$ cat config.mk
export PLATFORM = sky130hd
export DESIGN_NAME = virq_ctrl
export DESIGN_NICKNAME = d
export VERILOG_FILES = /design/src/rtl/virq_pkg.sv /design/src/rtl/virq_sense.sv /design/src/rtl/virq_arbiter.sv /design/src/rtl/virq_ctrl.sv
export SDC_FILE = /design/constraint.sdc
export NUM_CORES = 2
export LEC_CHECK = 0
export BUFFER_PORTS_ARGS = -buffer_cell sky130_fd_sc_hd__buf_4
export CAP_MARGIN = 25
export CORE_MARGIN = 8
export CORE_UTILIZATION = 36
export CTS_CLUSTER_DIAMETER = 60
export DETAILED_ROUTE_END_ITERATION = 10
export HOLD_SLACK_MARGIN = 0.15
export PLACE_DENSITY = 0.62
export SYNTH_ARGS = -nofsm -noshare
export SYNTH_HDL_FRONTEND = slang
export SYNTH_SLANG_ARGS = --single-unit
$ cat constraint.sdc
create_clock -name clk_i -period 326.9 [get_ports clk_i]
set_input_delay 32.69 -clock clk_i [delete_from_list [all_inputs] [get_ports clk_i]]
set_output_delay 32.69 -clock clk_i [all_outputs]
set_load 0.05 [all_outputs]
$ cat src/rtl/virq_pkg.sv
`timescale 1ns/1ps
package virq_pkg;
  localparam int unsigned PRIO_W    = 5;
  localparam int unsigned CTRL_BASE = 32'h000;
  localparam int unsigned STAT_BASE = 32'h020;
  localparam int unsigned FLAG_BASE = 32'h040;
  localparam int unsigned EN_BASE   = 32'h0C0;
  localparam int unsigned PRIO_BASE = 32'h140;
  localparam int unsigned VEC_BASE  = 32'h540;

  typedef enum logic [1:0] {
    OP_WRITE = 2'd0,
    OP_CLR   = 2'd1,
    OP_SET   = 2'd2,
    OP_NONE  = 2'd3
  } wr_op_e;

  function automatic logic [31:0] apply_op(logic [31:0] cur, logic [31:0] wd, wr_op_e op);
    unique case (op)
      OP_WRITE: return wd;
      OP_CLR:   return cur & ~wd;
      OP_SET:   return cur | wd;
      default:  return cur;
    endcase
  endfunction
endpackage

$ cat src/rtl/virq_sense.sv
`timescale 1ns/1ps
module virq_sense #(
  parameter int unsigned N_SRC = 64,
  parameter int unsigned N_EXT = 4,
  parameter logic [N_SRC-1:0] LEVEL_MASK = '0
) (
  input  logic             clk_i,
  input  logic             rst_ni,
  input  logic [N_SRC-1:0] src_i,
  input  logic [N_EXT-1:0] ext_i,
  input  logic [N_EXT-1:0] pol_i,
  output logic [N_SRC-1:0] hit_o,
  output logic [N_SRC-1:0] hold_o
);
  // external sources take no request from src_i
  logic unused_src;
  assign unused_src = ^src_i[N_EXT-1:0];

  for (genvar n = 0; n < N_SRC; n++) begin : g_src
    if (n < N_EXT) begin : g_ext
      logic pin_q;
      always_ff @(posedge clk_i or negedge rst_ni)
        if (!rst_ni) pin_q <= 1'b0;
        else         pin_q <= ext_i[n];
      assign hit_o[n]  = (ext_i[n] != pin_q) && (ext_i[n] == pol_i[n]);
      assign hold_o[n] = 1'b0;
    end else if (LEVEL_MASK[n]) begin : g_lvl
      assign hit_o[n]  = 1'b0;
      assign hold_o[n] = src_i[n];
    end else begin : g_edge
      logic req_q;
      always_ff @(posedge clk_i or negedge rst_ni)
        if (!rst_ni) req_q <= 1'b0;
        else         req_q <= src_i[n];
      assign hit_o[n]  = src_i[n] & ~req_q;
      assign hold_o[n] = 1'b0;
    end
  end
endmodule

$ cat src/rtl/virq_arbiter.sv
`timescale 1ns/1ps
module virq_arbiter import virq_pkg::*; #(
  parameter int unsigned N_SRC = 64,
  localparam int unsigned IDX_W = $clog2(N_SRC)
) (
  input  logic [N_SRC-1:0]             cand_i,
  input  logic [N_SRC-1:0][PRIO_W-1:0] prio_i,
  output logic                         win_v_o,
  output logic [IDX_W-1:0]             win_idx_o
);
  logic [PRIO_W-1:0] best_p;

  // descending scan with >= lets the lowest index win a tie
  always_comb begin
    win_v_o   = 1'b0;
    win_idx_o = '0;
    best_p    = '0;
    for (int n = N_SRC - 1; n >= 0; n--) begin
      if (cand_i[n] && (prio_i[n][PRIO_W-1:2] != '0) && (!win_v_o || prio_i[n] >= best_p)) begin
        win_v_o   = 1'b1;
        win_idx_o = IDX_W'(n);
        best_p    = prio_i[n];
      end
    end
  end
endmodule

$ cat src/rtl/virq_ctrl.sv
`timescale 1ns/1ps
module virq_ctrl import virq_pkg::*; #(
  parameter int unsigned N_SRC = 64,
  parameter int unsigned N_EXT = 4,
  parameter int unsigned VEC_W = 16,
  parameter logic [N_SRC-1:0] LEVEL_MASK = {{(N_SRC/2){1'b1}}, {(N_SRC/2){1'b0}}}
) (
  input  logic             clk_i,
  input  logic             rst_ni,
  input  logic             bus_we_i,
  input  logic [11:0]      bus_addr_i,
  input  logic [31:0]      bus_wdata_i,
  output logic [31:0]      bus_rdata_o,
  input  logic [N_SRC-1:0] src_i,
  input  logic [N_EXT-1:0] ext_i,
  output logic             irq_o,
  output logic [7:0]       irq_id_o,
  output logic [VEC_W-1:0] irq_vec_o
);
  localparam int unsigned IDX_W = $clog2(N_SRC);
  localparam int unsigned N_FW  = N_SRC / 32;
  localparam int unsigned N_PW  = N_SRC / 4;
  localparam int unsigned FW_W  = (N_FW > 1) ? $clog2(N_FW) : 1;
  localparam int unsigned PW_W  = (N_PW > 1) ? $clog2(N_PW) : 1;
  localparam int unsigned FLAG_END = FLAG_BASE + 16 * N_FW;
  localparam int unsigned EN_END   = EN_BASE + 16 * N_FW;
  localparam int unsigned PRIO_END = PRIO_BASE + 16 * N_PW;
  localparam int unsigned VEC_END  = VEC_BASE + 4 * N_SRC;
  localparam logic [N_SRC-1:0] LVL_EFF = LEVEL_MASK & ~N_SRC'((64'd1 << N_EXT) - 64'd1);

  logic [N_EXT-1:0]                 ctrl_q, ctrl_d;
  logic [N_FW-1:0][31:0]            flag_q, flag_sw, flag_d, en_q, en_d;
  logic [N_PW-1:0][3:0][PRIO_W-1:0] prio_q, prio_d;
  logic [VEC_W-1:0]                 vec_q [N_SRC];
  logic [N_SRC-1:0][PRIO_W-1:0]     prio_flat;
  logic [N_SRC-1:0]                 hit_w, hold_w, cand;

  logic                 irq_q;
  logic [IDX_W-1:0]     id_q;
  logic [VEC_W-1:0]     vout_q;
  logic                 win_v;
  logic [IDX_W-1:0]     win_idx;

  // address decode
  int unsigned     a_int;
  logic            hit_ctrl, hit_stat, hit_flag, hit_en, hit_prio, hit_vec;
  logic [FW_W-1:0] fw, ew;
  logic [PW_W-1:0] pw;
  logic [IDX_W-1:0] vw;
  wr_op_e          op;

  always_comb begin
    a_int    = 32'(bus_addr_i);
    op       = wr_op_e'(bus_addr_i[3:2]);
    hit_ctrl = a_int < STAT_BASE;
    hit_stat = (a_int >= STAT_BASE) && (a_int < STAT_BASE + 16);
    hit_flag = (a_int >= FLAG_BASE) && (a_int < FLAG_END);
    hit_en   = (a_int >= EN_BASE)   && (a_int < EN_END);
    hit_prio = (a_int >= PRIO_BASE) && (a_int < PRIO_END);
    hit_vec  = (a_int >= VEC_BASE)  && (a_int < VEC_END);
    fw = hit_flag ? FW_W'((a_int - FLAG_BASE) >> 4) : '0;
    ew = hit_en   ? FW_W'((a_int - EN_BASE) >> 4)   : '0;
    pw = hit_prio ? PW_W'((a_int - PRIO_BASE) >> 4) : '0;
    vw = hit_vec  ? IDX_W'((a_int - VEC_BASE) >> 2) : '0;
  end

  // software side of the register update
  always_comb begin
    ctrl_d  = ctrl_q;
    flag_sw = flag_q;
    en_d    = en_q;
    prio_d  = prio_q;
    if (bus_we_i) begin
      if (hit_ctrl) ctrl_d = N_EXT'(apply_op(32'(ctrl_q), bus_wdata_i, op));
      if (hit_flag) flag_sw[fw] = apply_op(flag_q[fw], bus_wdata_i, op);
      if (hit_en)   en_d[ew]    = apply_op(en_q[ew], bus_wdata_i, op);
      if (hit_prio) begin
        for (int l = 0; l < 4; l++)
          prio_d[pw][l] = PRIO_W'(apply_op(32'(prio_q[pw][l]), 32'(bus_wdata_i[8*l +: 8]), op));
      end
    end
  end

  // hardware set and level hold override a clear in the same cycle
  assign flag_d = flag_sw | hit_w | hold_w;

  always_ff @(posedge clk_i or negedge rst_ni) begin
    if (!rst_ni) begin
      ctrl_q <= '0;
      flag_q <= '0;
      en_q   <= '0;
      prio_q <= '0;
    end else begin
      ctrl_q <= ctrl_d;
      flag_q <= flag_d;
      en_q   <= en_d;
      prio_q <= prio_d;
    end
  end

  always_ff @(posedge clk_i or negedge rst_ni) begin
    if (!rst_ni) begin
      for (int n = 0; n < N_SRC; n++) vec_q[n] <= '0;
    end else if (bus_we_i && hit_vec) begin
      vec_q[vw] <= bus_wdata_i[VEC_W-1:0];
    end
  end

  virq_sense #(
    .N_SRC(N_SRC), .N_EXT(N_EXT), .LEVEL_MASK(LEVEL_MASK)
  ) u_sense (
    .clk_i (clk_i),
    .rst_ni(rst_ni),
    .src_i (src_i),
    .ext_i (ext_i),
    .pol_i (ctrl_q),
    .hit_o (hit_w),
    .hold_o(hold_w)
  );

  assign prio_flat = prio_q;
  assign cand      = flag_q & en_q;

  virq_arbiter #(.N_SRC(N_SRC)) u_arb (
    .cand_i   (cand),
    .prio_i   (prio_flat),
    .win_v_o  (win_v),
    .win_idx_o(win_idx)
  );

  always_ff @(posedge clk_i or negedge rst_ni) begin
    if (!rst_ni) begin
      irq_q  <= 1'b0;
      id_q   <= '0;
      vout_q <= '0;
    end else begin
      irq_q  <= win_v;
      id_q   <= win_v ? win_idx : '0;
      vout_q <= win_v ? vec_q[win_idx] : '0;
    end
  end

  assign irq_o     = irq_q;
  assign irq_id_o  = 8'(id_q);
  assign irq_vec_o = vout_q;

  always_comb begin
    bus_rdata_o = '0;
    if (hit_ctrl)      bus_rdata_o = 32'(ctrl_q);
    else if (hit_stat) bus_rdata_o = {irq_q, 23'b0, 8'(id_q)};
    else if (hit_flag) bus_rdata_o = flag_q[fw];
    else if (hit_en)   bus_rdata_o = en_q[ew];
    else if (hit_prio) begin
      for (int l = 0; l < 4; l++) bus_rdata_o[8*l +: 8] = 8'(prio_q[pw][l]);
    end
    else if (hit_vec)  bus_rdata_o = 32'(vec_q[vw]);
  end

  // a level request seen at an edge leaves its flag set
  p_level_hold_r7: assert property (@(posedge clk_i) disable iff (!rst_ni)
    1'b1 |=> ((($past(src_i) & LVL_EFF) & ~flag_d) == '0 || ((($past(src_i) & LVL_EFF) & ~flag_q) == '0)));

  // an edge hit is never lost to a concurrent clear
  p_set_wins_r11: assert property (@(posedge clk_i) disable iff (!rst_ni)
    1'b1 |=> (($past(hit_w) & ~flag_q) == '0));

  // a raised request points at a source that was pending and enabled
  p_irq_source_r10: assert property (@(posedge clk_i) disable iff (!rst_ni)
    irq_o |-> |(($past(cand) >> id_q) & N_SRC'(1)));

  // nothing pending means no request next cycle
  p_idle_no_irq_r10: assert property (@(posedge clk_i) disable iff (!rst_ni)
    (cand == '0) |=> !irq_o);

  // the chosen source is a candidate with nonzero major level
  p_major_nz_r9: assert property (@(posedge clk_i) disable iff (!rst_ni)
    win_v |-> (cand[win_idx] && (prio_flat[win_idx][PRIO_W-1:2] != '0)));
endmodule

Word-level counts from Yosys, hierarchy flattened
Index checks and enable logic that the tools add are counted.
{"block": "totals", "ff_bits": 1531, "latch_bits": 0, "mem_bits_rw": 0, "rom_bits": 0, "inputBits": 115, "out_inout_bits": 57, "wordCells": 938, "memories": 0}
{"block": "classes", "n_addsub": 4, "n_mul": 0, "div_mod_pow": 0, "magnitude_cmp": 83, "eq_ne": 10, "shift": 0, "muxes": 257, "n_bitwise": 80, "n_reduce_logical": 336}
{"cell": "bitwise mux 320 bit", "count": 4}
{"cell": "bitwise mux 1024 bit", "count": 1}
{"cell": "2-to-1 mux 32 bit", "count": 14}
{"cell": "2-to-1 mux 6 bit", "count": 66}
{"cell": "2-to-1 mux 5 bit", "count": 72}
{"cell": "demux 20 bit (select 4 bit)", "count": 4}
{"cell": ">= comparator 5 bit", "count": 63}
{"cell": "nonzero test 3 bit", "count": 65}
{"cell": "binary-select mux 16 bit (select 6 bit)", "count": 2}
{"cell": "one-hot mux 32 bit (3 select lines)", "count": 2}
{"cell": "logical AND 1 bit", "count": 141}
{"cell": "bitwise mux 64 bit", "count": 2}
{"cell": "2-to-1 mux 64 bit", "count": 2}
{"cell": "2-to-1 mux 16 bit", "count": 7}
{"cell": "demux 16 bit (select 6 bit)", "count": 1}
{"cell": "binary-select mux 20 bit (select 4 bit)", "count": 1}
{"cell": "2-to-1 mux 1 bit", "count": 66}
{"cell": "AND 32 bit", "count": 2}
{"cell": "AND 64 bit", "count": 1}
{"cell": "demux 32 bit (select 1 bit)", "count": 2}
{"cell": "OR 32 bit", "count": 2}
{"cell": "OR 64 x 32 -> 64 bit", "count": 1}
{"cell": "OR 64 bit", "count": 1}
{"cell": "logical NOT 1 bit", "count": 63}
{"cell": "42 further kinds", "count": 185}

Longest topological paths before layout
{"block": "depth", "depth_word": 260, "mapped_depth": 599, "ltp_nobuf": 576}

Cells and area by module
Synthesis repeated with hierarchy kept, for this count alone.
{"block": "hier_totals", "cells_unflattened": 9361, "area_unflattened_um2": 98284.3}
{"mod": "virq_ctrl", "n_inst": 1, "cells_each": 6573, "area_per_inst_um2": 78489.0, "seq_area_each_um2": 37511.0}
{"mod": "virq_arbiter", "n_inst": 1, "cells_each": 2619, "area_per_inst_um2": 18004.8, "seq_area_each_um2": 0.0}
{"mod": "virq_sense", "n_inst": 1, "cells_each": 169, "area_per_inst_um2": 1790.5, "seq_area_each_um2": 800.8}

Worst setup path after synthesis
Ideal clock, no wire load.
{"block": "synth_path", "path_type": "register to register", "startpoint": "reg prio_q, in the netlist prio_flat[317]", "endpoint": "reg vout_q[11], in the netlist irq_vec_o[11]", "setup_ns": 0.136, "t_arrival_ns": 102.649, "required_ns": 326.764, "path_slack_ns": 224.115, "stages_incl_launch_ff": 547, "path_buffers": 24, "period_less_slack_ns": 102.785, "path_cell_list": "dfrtp_1 -> o311a_4 -> and2_1 -> ha_1 -> nand2b_1 -> a31oi_1 -> o211a_1 -> nor2_1 -> mux2_2 -> ha_1 -> nor2b_1 -> o21ai_1 -> a311oi_1 -> nand2b_1 -> buf_6 -> mux2i_1 -> ha_1 -> o21ai_0 -> [... 511 more ...] -> ha_1 -> nand2b_1 -> a21oi_1 -> nor2b_1 -> o21ai_0 -> nand2b_1 -> a211oi_1 -> or2_2 -> nand2_1 -> clkbuf_1 -> nor4_1 -> nand2_4 -> nor3_1 -> buf_2 -> a32oi_1 -> and3_1 -> o2111ai_1 -> o211ai_1"}
{"block": "synth_via", "elab_chain_len": 260, "word_cells_on_any_way": 450, "cone_classes": "order compare: 63; mux: 195; bitwise: 1; reduce/logical: 191"}
{"element": "from (decl)", "line_no": "virq_ctrl.sv:33", "rtl": "logic [N_PW-1:0][3:0][PRIO_W-1:0] prio_q, prio_d;"}
{"element": "from (signal assigned)", "line_no": "virq_ctrl.sv:97", "rtl": "prio_q <= prio_d;"}
{"element": "nonzero test 3 bit", "line_no": "virq_arbiter.sv:19", "rtl": "if (cand_i[n] && (prio_i[n][PRIO_W-1:2] != '0) && (!win_v_o || prio_i[n] >= best_p)) begin"}
{"element": "logical AND 1 bit", "line_no": "virq_arbiter.sv:19"}
{"element": "2-to-1 mux 5 bit / 2-to-1 mux 1 bit (equally long branches)", "line_no": "virq_arbiter.sv:19"}
{"element": ">= comparator 5 bit / logical NOT 1 bit (equally long branches)", "line_no": "virq_arbiter.sv:19"}
{"element": "logical OR 1 bit", "line_no": "virq_arbiter.sv:19"}
{"element": "logical AND 1 bit", "line_no": "virq_arbiter.sv:19"}
{"element": "2-to-1 mux 5 bit / 2-to-1 mux 1 bit (equally long branches)", "line_no": "virq_arbiter.sv:19"}
{"element": ">= comparator 5 bit / logical NOT 1 bit (equally long branches)", "line_no": "virq_arbiter.sv:19"}
{"element": "[... 243 more ...]"}
{"element": ">= comparator 5 bit / logical NOT 1 bit (equally long branches)", "line_no": "virq_arbiter.sv:19"}
{"element": "logical OR 1 bit", "line_no": "virq_arbiter.sv:19"}
{"element": "logical AND 1 bit", "line_no": "virq_arbiter.sv:19"}
{"element": "2-to-1 mux 6 bit", "line_no": "virq_arbiter.sv:19"}
{"element": "inverter 6 -> 7 bit (implied by the code)", "line_no": "virq_ctrl.sv:139", "rtl": "vout_q <= win_v ? vec_q[win_idx] : '0;"}
{"element": "binary-select mux 16 bit (select 6 bit)", "line_no": "virq_ctrl.sv:139"}
{"element": "2-to-1 mux 16 bit (implied by the code) (2 in a row)", "line_no": "virq_ctrl.sv:139"}
{"element": "2-to-1 mux 16 bit *", "line_no": "virq_ctrl.sv:139"}
{"element": "to (signal assigned)", "line_no": "virq_ctrl.sv:139"}
{"element": "to (decl)", "line_no": "virq_ctrl.sv:40", "rtl": "logic [VEC_W-1:0] vout_q;"}
Every way passes the cells marked *; elsewhere a longest branch is shown, timed or not. The select of a mux whose other input is x is not followed.
A chain may end at the register's enable or synchronous reset.

Final worst setup path
{"block": "layout_path", "startpoint": "reg prio_q, in the netlist prio_flat[317]", "endpoint": "reg vout_q[13], in the netlist irq_vec_o[13]"}
The elaborated chain is that of the path after synthesis.

==> key figures <==
Logic synthesis
  – Ranking of synthesized cells by area: dfrtp_1 (40%), mux2_2 (15%), nand2_1 (4.1%), mux2i_1 (3.0%), o22ai_1 (2.7%)
  – Ys flop type: dfrtp_1
  – Yosys top cell area share: 39.8%
  – Post-synthesis cell count: a little under 10000
  – Complex-gate fraction of the synthesized area: approximately 20%
  – Largest area contributor in the netlist: dfrtp_1
  – Synth Area in XOR/XNOR: less than 1%
  – FFs w/ async S/R, synth: 100%
  – Largest family of logic cells by synthesized area: compound AO/OA/AOI/OAI gates
  – Mapped cell area: between 0.09 and 0.1 mm^2
  – Top cells by count, synth: dfrtp_1 (1531), mux2_2 (1315), nand2_1 (1051)
  – Adder-Cell Fraction of Synth Area: 2.89%
  – YS warnings: 0
  – EDFF count, synth: 0
  – Synth Register Bits: about 1500
  – Mux share of post-synthesis cell area: 19.7%
  – Most common cell in the netlist: dfrtp_1
  – Netlist cell types: 174
  – Seq/Total Area, Yosys: 39.8%
  – Simple logic cell fraction of the synthesized area: around an eighth
  – Avg Inst Size Synth: 9.83 um^2

Critical path
  – CP arrival: around 120 ns
  – Critical path startpoint category: flop
  – Endpoint type of the worst setup path: flop
  – Max incr delay on CP: 0.91 ns
  – Most frequent CP cell: ha_1
  – Kind of critical path: flop to flop
  – Slowest-stage cell, CP: a41oi_1
  – Worst Path Required: 327.57 ns
  – Crit Path Max Fanout: 30

Route
  – Initial DRC count: 12400
  – Vias per cell: 6.57
  – Routed WL: 421 mm
  – Routed len/inst: ~31 um
  – Antenna-violating nets left: 0
  – Post-route DRC: 0
  – DR pass1 iterations: 9
  – Met1 WL: between 150 and 200 mm
  – WL met3: between 50 and 60 mm
  – Highest routed layer: met5
  – Routed vias: 88000
  – Met2 routed WL: 175 mm

Power
  – Lkg Pwr: 48.2 nW
  – PwrDens: ~5.5 mW/mm^2
  – Overall power: 0.591 mW
  – Max VDD drop: 0.00000571 V

CTS
  – Sink Count: 1531
  – Clk slew on worst S/H paths: 0.07 ns
  – CTS tree: done
  – Root Buffer: clkbuf_16
  – Post CTS Setup Buffer Count: 0
  – Post-cts sizing count: 0
  – CTS Hold Buffers Added: 0
  – Depth of the CTS H-tree: 4
  – Num CTS Buffers: between 150 and 200
  – Clock latency on the worst-skew pair: 0.87 ns
  – Maximum buffer depth of the clock tree: 3

Placement
  – Dpl cell area: 0.101 mm^2
  – # port buffers: 165
  – DP HPWL: around 280 mm
  – RePlAce Congestion: 0.996

Global routing
  – Initial antenna violation count: 47
  – Gr ovfl total: 0
  – Tot GR Track Use: between 20% and 30%
  – Number of global-route vias before repair: about 84000
  – Largest net degree at the start of global routing: between 150 and 200
  – First-pass GRT wire length: 596 mm

Timing
  – Relative max-transition margin: 15.3%
  – Fin crit period: roughly 120 ns
  – Hold Vio Cnt, Final: 0
  – WHS: 0.415 ns
  – Peak Freq: around 8.1 MHz
  – Final setup vio count: 0
  – Period utilization: 37.9%
  – Setup TNS: 0 ns
  – Fin. max-slew vios: 0
  – Max Clock Skew: 0.0595 ns
  – Worst-margin pin slew: 1.25 ns
  – RSZ-0062 raised after global routing: false

Floorplan
  – Die width: 533 um
  – Die Y-Extent: 533 um
  – Row count: 190
  – IO Pins: between 150 and 200
  – Area of the die: around 0.28 mm^2
  – Core Box Area: 0.267 mm^2
  – Initial core utilization: 36.1%

Status
  – Status: completed

Layout
  – Multi-input gate area: between 0.05 and 0.06 mm^2
  – Post-route cell area: 0.107 mm^2
  – Nets@finish: 10000
  – Filler instances: 25700
  – FF+latch area: 0.0383 mm^2
  – P&R area growth vs syn: 11.5%
  – Share of cells above drive strength 1: around a quarter

Hold path
  – Hold crit path type: flop to flop

Flow run
  – Max-cap viol count: 0
==> registers in the layout, summed over array words and instances (netlist names), 4 cells and up <==
register                    flops
ctrl_q                          4
u_sense.g_src.g_edge.req_q     28
irq_vec_o                      16
flag_q                         64
vec_q                        1024
prio_flat                     320
en_q                           64
u_sense.g_src.g_ext.pin_q       4
id_q                            6
==> final cells by class <==
cell class	count	area share, %
multi-input cells	7284	50.3
well taps	3552	4.14
inverters	250	0.900
repair buffers	466	3.62
flip-flops and latches	1531	35.7
clock buffers	231	4.43
clock inverters	65	0.871
diodes	25	0.0583
==> path summary, 6_finish.rpt <==
path                                                    start             to  slack, ns  cells past startpoint
worst max-delay path                           prio_flat[317]  irq_vec_o[13]     203.06                    524
worst min-delay path            u_sense.g_src[9].g_edge.req_q      flag_q[9]       0.42                      1
worst max register to register                 prio_flat[317]  irq_vec_o[13]     203.06                    524
worst min register to register  u_sense.g_src[9].g_edge.req_q      flag_q[9]       0.42                      1
max in group asynchronous                              rst_ni     vec_q[222]     290.83                      7
min in group asynchronous                              rst_ni     vec_q[536]      31.74                      1
==> power breakdown <==
part	switching (mW)	internal, mW	leakage, nW	total, mW
sequential	0.00789	0.194	20.6	0.202
clock	0.0862	0.113	2.77	0.199
combinational	0.134	0.0561	24.8	0.190
total	0.228	0.363	48.2	0.591
==> metal layers <==
metal  GRT usage [%]  vias to the layer above
met5               0                        -
met2            40.6                     6060
met1            35.4                    44000
met3            9.92                     1429
li1                -                    36500
met4            18.2                       18
==> metrics by stage <==
stage               std cells  util [%]  setup slack, ns
floorplan                9791         -           224.12
global placement        13000      37.8           206.15
detailed placement      13100      37.9           205.58
CTS                     13400      40.0           205.00
global route            13400      40.2           194.34
finish                  13400      40.2           203.06
==> logic make-up (layout without fill, tap and decap cells) <==
group           Yosys count  count (layout)
compound gates         2717            2717
simple gates           2645            2645
mux                    1682            1682
flops                  1531            1531
buf+inv                 976            1012
fa+ha+maj               225             225
xor+xnor                 13              13
other cells               1              27
==> cell usage in the layout (no fill, tap or decap), types with 65 or more instances in the layout <==
cell and count:
dfrtp_1 1531, mux2_2 1315, nand2_1 1045, nor2_1 527, o21ai_0 455, a21oi_1 433
o22ai_1 421, buf_4 421, mux2i_1 288, inv_1 246, nand3_1 215, ha_1 209
nor3_1 180, o221ai_1 168, clkbuf_16 168, a31oi_1 133, nand2b_1 99, and3_1 85
o211ai_1 77, a211oi_1 74, nor2b_1 72, o22a_1 65
==> worst max-delay path, delay by kind of cell (launching register included) <==
kind	cells	cell delay, ns
compound gates	225	56.33
simple gates	176	32.53
fa+ha+maj	71	20.49
mux	32	11.03
buf+inv	20	2.57
flops	1	0.42
Note: power is estimated with default switching activity, not from simulation.
